## config.mk

```make
export PLATFORM = sky130hd
export DESIGN_NAME = irq_setclr_ctrl
export DESIGN_NICKNAME = d
export VERILOG_FILES = /design/src/rtl/irq_pkg.sv /design/src/rtl/irq_cmd_tracker.sv /design/src/rtl/irq_flag_bank.sv /design/src/rtl/irq_req_gen.sv /design/src/rtl/irq_setclr_ctrl.sv
export SDC_FILE = /design/constraint.sdc
export NUM_CORES = 1
export LEC_CHECK = 0
export BUFFER_PORTS_ARGS = -buffer_cell sky130_fd_sc_hd__buf_2
export CAP_MARGIN = 0
export CORE_MARGIN = 8
export CORE_UTILIZATION = 41
export DETAILED_ROUTE_END_ITERATION = 8
export PLACE_DENSITY = 0.77
export SLEW_MARGIN = 20
export SYNTH_ARGS = -nofsm -noshare
export SYNTH_HDL_FRONTEND = slang
export SYNTH_SLANG_ARGS = --single-unit
```

## constraint.sdc

```tcl
create_clock -name clk -period 1.45 [get_ports clk]
set_input_delay 0.2175 -clock clk [delete_from_list [all_inputs] [get_ports clk]]
set_output_delay 0.2175 -clock clk [all_outputs]
set_load 0.01 [all_outputs]
```

## src/rtl/irq_pkg.sv

```systemverilog
package irq_pkg;

    localparam int IRQ_SRC = 7;
    localparam int REG_W   = 8;

    typedef enum logic [2:0] {
        SRC_TIMER = 3'd0,
        SRC_ERR   = 3'd1,
        SRC_LO    = 3'd2,
        SRC_HI    = 3'd3,
        SRC_IDLE  = 3'd4,
        SRC_RX    = 3'd5,
        SRC_TX    = 3'd6
    } irq_src_e;

    typedef enum logic {
        CMD_IDLE = 1'b0,
        CMD_BUSY = 1'b1
    } cmd_state_e;

    localparam logic [REG_W-1:0] FLAG_RST = 8'h14;
    localparam logic [REG_W-1:0] EN_RST   = 8'h80;

endpackage

```

## src/rtl/irq_cmd_tracker.sv

```systemverilog
module irq_cmd_tracker
    import irq_pkg::*;
(
    input  logic clk,
    input  logic rst_n,
    input  logic cmd_wr,
    input  logic cmd_idle,
    input  logic cmd_known,
    input  logic cmd_done,
    output logic busy,
    output logic idle_evt
);

    cmd_state_e state_q, state_d;

    // state register
    always_ff @(posedge clk) begin
        if (!rst_n) state_q <= CMD_IDLE;
        else        state_q <= state_d;
    end

    // next state and event output
    always_comb begin
        state_d  = state_q;
        idle_evt = 1'b0;
        unique case (state_q)
            CMD_IDLE: begin
                if (cmd_wr && !cmd_idle) begin
                    if (cmd_known) begin
                        state_d = CMD_BUSY;        // START
                    end else begin
                        idle_evt = 1'b1;           // REJECT
                    end
                end
            end
            CMD_BUSY: begin
                if (cmd_wr) begin
                    if (cmd_idle) begin
                        state_d = CMD_IDLE;        // ABORT
                    end else if (!cmd_known) begin
                        state_d  = CMD_IDLE;       // FALLBACK
                        idle_evt = 1'b1;
                    end else begin
                        state_d = CMD_BUSY;        // RESTART
                    end
                end else if (cmd_done) begin
                    state_d  = CMD_IDLE;           // FINISH
                    idle_evt = 1'b1;
                end
            end
            default: state_d = CMD_IDLE;
        endcase
    end

    assign busy = (state_q == CMD_BUSY);


    host_idle_no_evt_chk: assert property (@(posedge clk) disable iff (!rst_n)
        (cmd_wr && cmd_idle) |-> !idle_evt);


    finish_evt_chk: assert property (@(posedge clk) disable iff (!rst_n)
        (busy && cmd_done && !cmd_wr) |=> !busy);


    start_busy_chk: assert property (@(posedge clk) disable iff (!rst_n)
        (cmd_wr && !cmd_idle && cmd_known) |=> busy);

endmodule

```

## src/rtl/irq_flag_bank.sv

```systemverilog
module irq_flag_bank
    import irq_pkg::*;
#(
    parameter int N = IRQ_SRC,
    parameter int W = REG_W
) (
    input  logic         clk,
    input  logic         rst_n,
    input  logic         wr_flags,
    input  logic [W-1:0] wdata,
    input  logic [N-1:0] evt,
    output logic [N-1:0] flags
);

    localparam int SEL_BIT = W - 1;

    logic set_mode;
    assign set_mode = wdata[SEL_BIT];

    for (genvar i = 0; i < N; i++) begin : g_flag
        always_ff @(posedge clk) begin
            if (!rst_n)                  flags[i] <= FLAG_RST[i];
            else if (evt[i])             flags[i] <= 1'b1;
            else if (wr_flags && wdata[i]) flags[i] <= set_mode;
        end


        set_write_chk: assert property (@(posedge clk) disable iff (!rst_n)
            (wr_flags && wdata[i] && wdata[SEL_BIT]) |=> flags[i]);


        clear_write_chk: assert property (@(posedge clk) disable iff (!rst_n)
            (wr_flags && wdata[i] && !wdata[SEL_BIT] && !evt[i]) |=> !flags[i]);


        unmarked_hold_chk: assert property (@(posedge clk) disable iff (!rst_n)
            (!evt[i] && !(wr_flags && wdata[i])) |=> $stable(flags[i]));


        event_wins_chk: assert property (@(posedge clk) disable iff (!rst_n)
            evt[i] |=> flags[i]);
    end

endmodule

```

## src/rtl/irq_req_gen.sv

```systemverilog
module irq_req_gen
    import irq_pkg::*;
#(
    parameter int N = IRQ_SRC,
    parameter int W = REG_W
) (
    input  logic         clk,
    input  logic         rst_n,
    input  logic         wr_en,
    input  logic [W-1:0] wdata,
    input  logic [N-1:0] flags,
    output logic [W-1:0] en_q,
    output logic         req_q,
    output logic         pin
);

    localparam int INV_BIT = W - 1;

    logic [N-1:0] masked;
    assign masked = flags & en_q[N-1:0];

    always_ff @(posedge clk) begin
        if (!rst_n)     en_q <= EN_RST;
        else if (wr_en) en_q <= wdata;
    end

    always_ff @(posedge clk) begin
        if (!rst_n) req_q <= 1'b0;
        else        req_q <= |masked;
    end

    assign pin = en_q[INV_BIT] ? ~req_q : req_q;


    en_load_chk: assert property (@(posedge clk) disable iff (!rst_n)
        wr_en |=> (en_q == $past(wdata)));


    masked_quiet_chk: assert property (@(posedge clk) disable iff (!rst_n)
        ((flags & en_q[N-1:0]) == '0) |=> !req_q);


    req_follow_chk: assert property (@(posedge clk) disable iff (!rst_n)
        ((flags & en_q[N-1:0]) != '0) |=> req_q);

endmodule

```

## src/rtl/irq_setclr_ctrl.sv

```systemverilog
module irq_setclr_ctrl
    import irq_pkg::*;
#(
    parameter int ERR_W = 8
) (
    input  logic             clk,
    input  logic             rst_n,
    input  logic             host_wr,
    input  logic             host_sel,
    input  logic [7:0]       host_wdata,
    output logic [7:0]       flag_rdata,
    output logic [7:0]       enable_rdata,
    input  logic             evt_timer,
    input  logic             evt_lo_alert,
    input  logic             evt_hi_alert,
    input  logic             evt_rx,
    input  logic             evt_tx,
    input  logic [ERR_W-1:0] err_status,
    input  logic             cmd_wr,
    input  logic             cmd_idle,
    input  logic             cmd_known,
    input  logic             cmd_done,
    output logic             cmd_busy,
    output logic             irq_pin
);

    logic [IRQ_SRC-1:0] evt_vec;
    logic [IRQ_SRC-1:0] flags;
    logic               idle_evt;
    logic               req_q;

    always_comb begin
        evt_vec           = '0;
        evt_vec[SRC_TIMER] = evt_timer;
        evt_vec[SRC_ERR]   = |err_status;
        evt_vec[SRC_LO]    = evt_lo_alert;
        evt_vec[SRC_HI]    = evt_hi_alert;
        evt_vec[SRC_IDLE]  = idle_evt;
        evt_vec[SRC_RX]    = evt_rx;
        evt_vec[SRC_TX]    = evt_tx;
    end

    irq_cmd_tracker u_cmd (
        .clk      (clk),
        .rst_n    (rst_n),
        .cmd_wr   (cmd_wr),
        .cmd_idle (cmd_idle),
        .cmd_known(cmd_known),
        .cmd_done (cmd_done),
        .busy     (cmd_busy),
        .idle_evt (idle_evt)
    );

    irq_flag_bank #(.N(IRQ_SRC), .W(REG_W)) u_flags (
        .clk     (clk),
        .rst_n   (rst_n),
        .wr_flags(host_wr && !host_sel),
        .wdata   (host_wdata),
        .evt     (evt_vec),
        .flags   (flags)
    );

    irq_req_gen #(.N(IRQ_SRC), .W(REG_W)) u_req (
        .clk   (clk),
        .rst_n (rst_n),
        .wr_en (host_wr && host_sel),
        .wdata (host_wdata),
        .flags (flags),
        .en_q  (enable_rdata),
        .req_q (req_q),
        .pin   (irq_pin)
    );

    assign flag_rdata = {1'b0, flags};


    err_any_chk: assert property (@(posedge clk) disable iff (!rst_n)
        (err_status != '0) |=> flag_rdata[SRC_ERR]);


    flag_top_zero_chk: assert property (@(posedge clk) disable iff (!rst_n)
        !flag_rdata[7]);


    quiet_polarity_chk: assert property (@(posedge clk) disable iff (!rst_n)
        (!req_q && enable_rdata[7]) |-> irq_pin);

endmodule

```

==> flow_summary.toml <==
[placed_design]
gp_congestion = 0.8532
dpl_cell_area_sq_um = 983.4
place.detailed.hpwl_um = 1832
placement.io_buffers = 45

[routing]
drc = 0
drt_wl_total_um = 2235
num_vias = 840
drtIter0Drc = 16
firstDrtPassIters = 4
drt.antenna.violating_nets = 0
via_per_inst = 5.385
wl_per_cell_um = 14.33

[power_and_ir_drop]
power.leakage_nw = 0.4633
p_int_uw = 681.8
power.switching_uw = 259.3
powerDensity_nw_per_um2 = 932.0
netSwitchingFraction_pct = 27.55
combPwrFrac_pct = 18.5
seqPwrFrac_pct = 54.5
power_frac_clock_pct = 27.1
post-layout-total-power_uw = 941.1
ir_worst_vdd_v = 0.0005521

[sta]
share_of_the_clock_period_used_by_the_worst_path_after_layout_pct = 78.42
fmaxAchievable_mhz = 879.4
final.hold.worst_slack_ns = 0.1154
setup_viol = 0
worst_clock_skew_ns = 0.005674
fin_setup_tns_ns = 0
maxSlewViolCount = 0
setup_repair_after_global_routing_missed_its_margin = "no"
finalWorstPathRequiredPeriod_ns = 1.137
number_of_endpoints_with_negative_hold_slack_in_the_final_report = 0

[critical_path]
critical_path.cell_chain = "xor2_1 > buf_2"
worst-endpoint-required_ns = 1.23
reg2reg_slack_ns = 0.49
cp_data_arrival_time_ns = 0.92
critical_path_class = "flop to output pin"
critPathSlowestCell = "dfxtp_1"
crit_family = "flip-flops"
critical_path.max_stage_delay_ns = 0.36
worstPathBufferInverterCount = 1
beginning_of_the_worst_register_to_register_path = "u_flags.flags[2]$_SDFFE_PP1P_"
critical_path.max_fanout = 3
critical_path.startpoint_type = "flop"
worst-r2r-cell-count = 2
crit-reg2reg-capture = "u_flags.flags[2]$_SDFFE_PP1P_"
critical_path.endpoint_type = "output pin"

[clock_tree]
insertion_delay_ns = 0.29
clock-root-buffer = "clkbuf_4"
cts_made_buffers = 3
post_cts_resized = 0
path_clk_slew_ns = 0.09
max-clock-path-buffers = 2
cts_tree = "yes"
postCtsSetupRepairBufs = 0
clkSinkCount = 17
h-tree-depth = 1
hold_buffers = 0

[yosys]
netlist_area_sq_um = 749.5
synth_edf_count = 0
ys_types = 26
synthTopCellsByArea = "dfxtp_1, nand3_1, nand2_1"
syn_inst = 85
fraction_of_registers_with_async_set_or_reset_after_synthesis_pct = 0
synth_sequential_area_ratio_pct = 45.41
netlist.top_cell.by_area = "dfxtp_1"
syn_avg_cell_area_sq_um = 8.817
yosysWarnings = 0
synthFlopType = "dfxtp_1"
mappedNetlistNets = 114
post-synth-top-area-fraction_pct = 45.41
synth-seq-cells = 17

[floorplanning]
fp.dieArea_sq_um = 3452
die_h_um = 58.76
initial_utilization_pct = 43.41
die-width_um = 58.76
num_io_pins = 47
num_rows = 15
coreArea_sq_um = 1727

[finish]
postLayoutCoreUtil_pct = 58.48
area_delta_synth_final_pct = 34.72
antennaDiodeCount = 0
multi_input_area_sq_um = 364.1
final_cell_area_sq_um = 1010
filler_cell_count = 177
ratio_of_cells_with_drive_above_1_in_the_final_layout_pct = 38.93
seqCellArea_sq_um = 340.3
nNetsFinal = 161

[status]
run_status = "finished, final reports clean"

[global_route]
vias_in_the_first_global_route = 820
grt_start_max_net_pins = 15
gr-total-overflow = 0
first_pass_grt_wire_length_um = 3698
grt_antenna_before_repair = 0
global_route.usage.total_pct = 13.41

[min_path]
worst_hold_path.endpoint = "u_flags.flags[2]$_SDFFE_PP1P_"
hold-path-cell-count = 2
timing.hold.worst.start = "evt_lo_alert"
holdCritPathClass = "primary input to flop"

[job]
cap_violations = 0
[cells in the mapped netlist, types with 2 or more instances]
master    number
dfxtp_1       17
nand2_1       11
a21oi_1        7
nor2_1         6
a22oi_1        2
a211oi_1       4
buf_4          3
nand3_1        9
a21boi_0       3
nor4_1         2
and3_1         2
a311oi_1       4
inv_1          2
[power by group through the flow]
stage / registers (mW) / clock network, mW / logic [mW]
final: 0.512 / 0.255 / 0.174
after global routing: 0.516 / 0.270 / 0.194
after CTS: 0.513 / 0.251 / 0.175
after detailed placement: 0.524 / 0 / 0.174
after global placement: 0.522 / 0 / 0.170
after floorplan: 0.533 / 0 / 0.0764
[flip-flops by register name (all words and copies together) (netlist names)]
register and cells:
u_cmd.busy 1, u_flags.flags 7, u_req.en_q 8, u_req.req_q 1
[routing by layer]
layer | track usage, % | wire length, um
met2 | 24.45 | 1174
met4 | 7.167 | 43
met5 | 0 | 0
met1 | 13.63 | 845
met3 | 3.261 | 172
[worst reg2reg max path, cell delays in order (launching register included)]
cell      delay (ns)
dfxtp_1         0.34
a21boi_0        0.12
or4_1           0.39
[final cells by class]
type	instances	area share [%]
Inverter	2	0.7435
Clock buffer	4	2.602
Timing Repair Buffer	47	23.79
Sequential cell	17	33.70
Tap cell	25	3.098
Multi-Input combinational cell	61	36.06
[placed cells by master, fill, tap and decap left out, drive strengths merged]
| master | synthesis | layout |
|---|---|---|
| nand2 | 11 | 11 |
| and3 | 2 | 2 |
| nand3 | 9 | 9 |
| conb | 1 | 1 |
| or4 | 1 | 1 |
| buf | 4 | 47 |
| a22oi | 2 | 2 |
| nor2b | 1 | 1 |
| a32oi | 1 | 1 |
| clkbuf | 1 | 4 |
| o221ai | 1 | 1 |
| nor4 | 2 | 2 |
| xor2 | 1 | 1 |
| a21oi | 7 | 7 |
| a222oi | 1 | 1 |
| a21boi | 3 | 3 |
| nor2 | 6 | 6 |
| a311o | 1 | 1 |
| inv | 2 | 2 |
| a31oi | 1 | 1 |
| a311oi | 4 | 4 |
| nand2b | 1 | 1 |
| o31a | 1 | 1 |
| dfxtp | 17 | 17 |
| a211oi | 4 | 4 |
[cell families (layout without fill, tap and decap cells)]
kind of cell | Yosys count | after routing | synth area share [%]
flip-flops | 17 | 17 | 45.41
buffers and inverters | 7 | 53 | 6.010
AND/OR/NAND/NOR | 33 | 33 | 21.54
other | 1 | 1 | 0.5004
AO/OA/AOI/OAI | 26 | 26 | 25.38
XOR/XNOR | 1 | 1 | 1.169
[worst max-delay path by stage]
| stage | startpoint | to | slack (ns) | depth (start not counted) |
|---|---|---|---|---|
| CTS | u_req.en_q[7]$_SDFFE_PN1P_ | irq_pin | 0.31 | 2 |
| detailed placement | host_sel | u_flags.flags[2]$_SDFFE_PP1P_ | 0.11 | 4 |
| floorplan | host_wr | u_flags.flags[2]$_SDFFE_PP1P_ | 0.26 | 4 |
| finish | u_req.en_q[7]$_SDFFE_PN1P_ | irq_pin | 0.31 | 2 |
| global route | u_req.en_q[7]$_SDFFE_PN1P_ | irq_pin | 0.25 | 2 |
| global placement | host_sel | u_flags.flags[2]$_SDFFE_PP1P_ | 0.15 | 4 |
[per-stage QoR]
| step | worst slack, ns | cells |
|---|---|---|
| 2_1_floorplan | 0.2621 | 85 |
| 3_3_place_gp | 0.1502 | 152 |
| 3_5_place_dp | 0.1149 | 152 |
| 4_1_cts | 0.3061 | 156 |
| 5_1_grt | 0.2489 | 156 |
| 6_report | 0.3129 | 156 |
No activity file was read; power rests on OpenSTA's default activity.
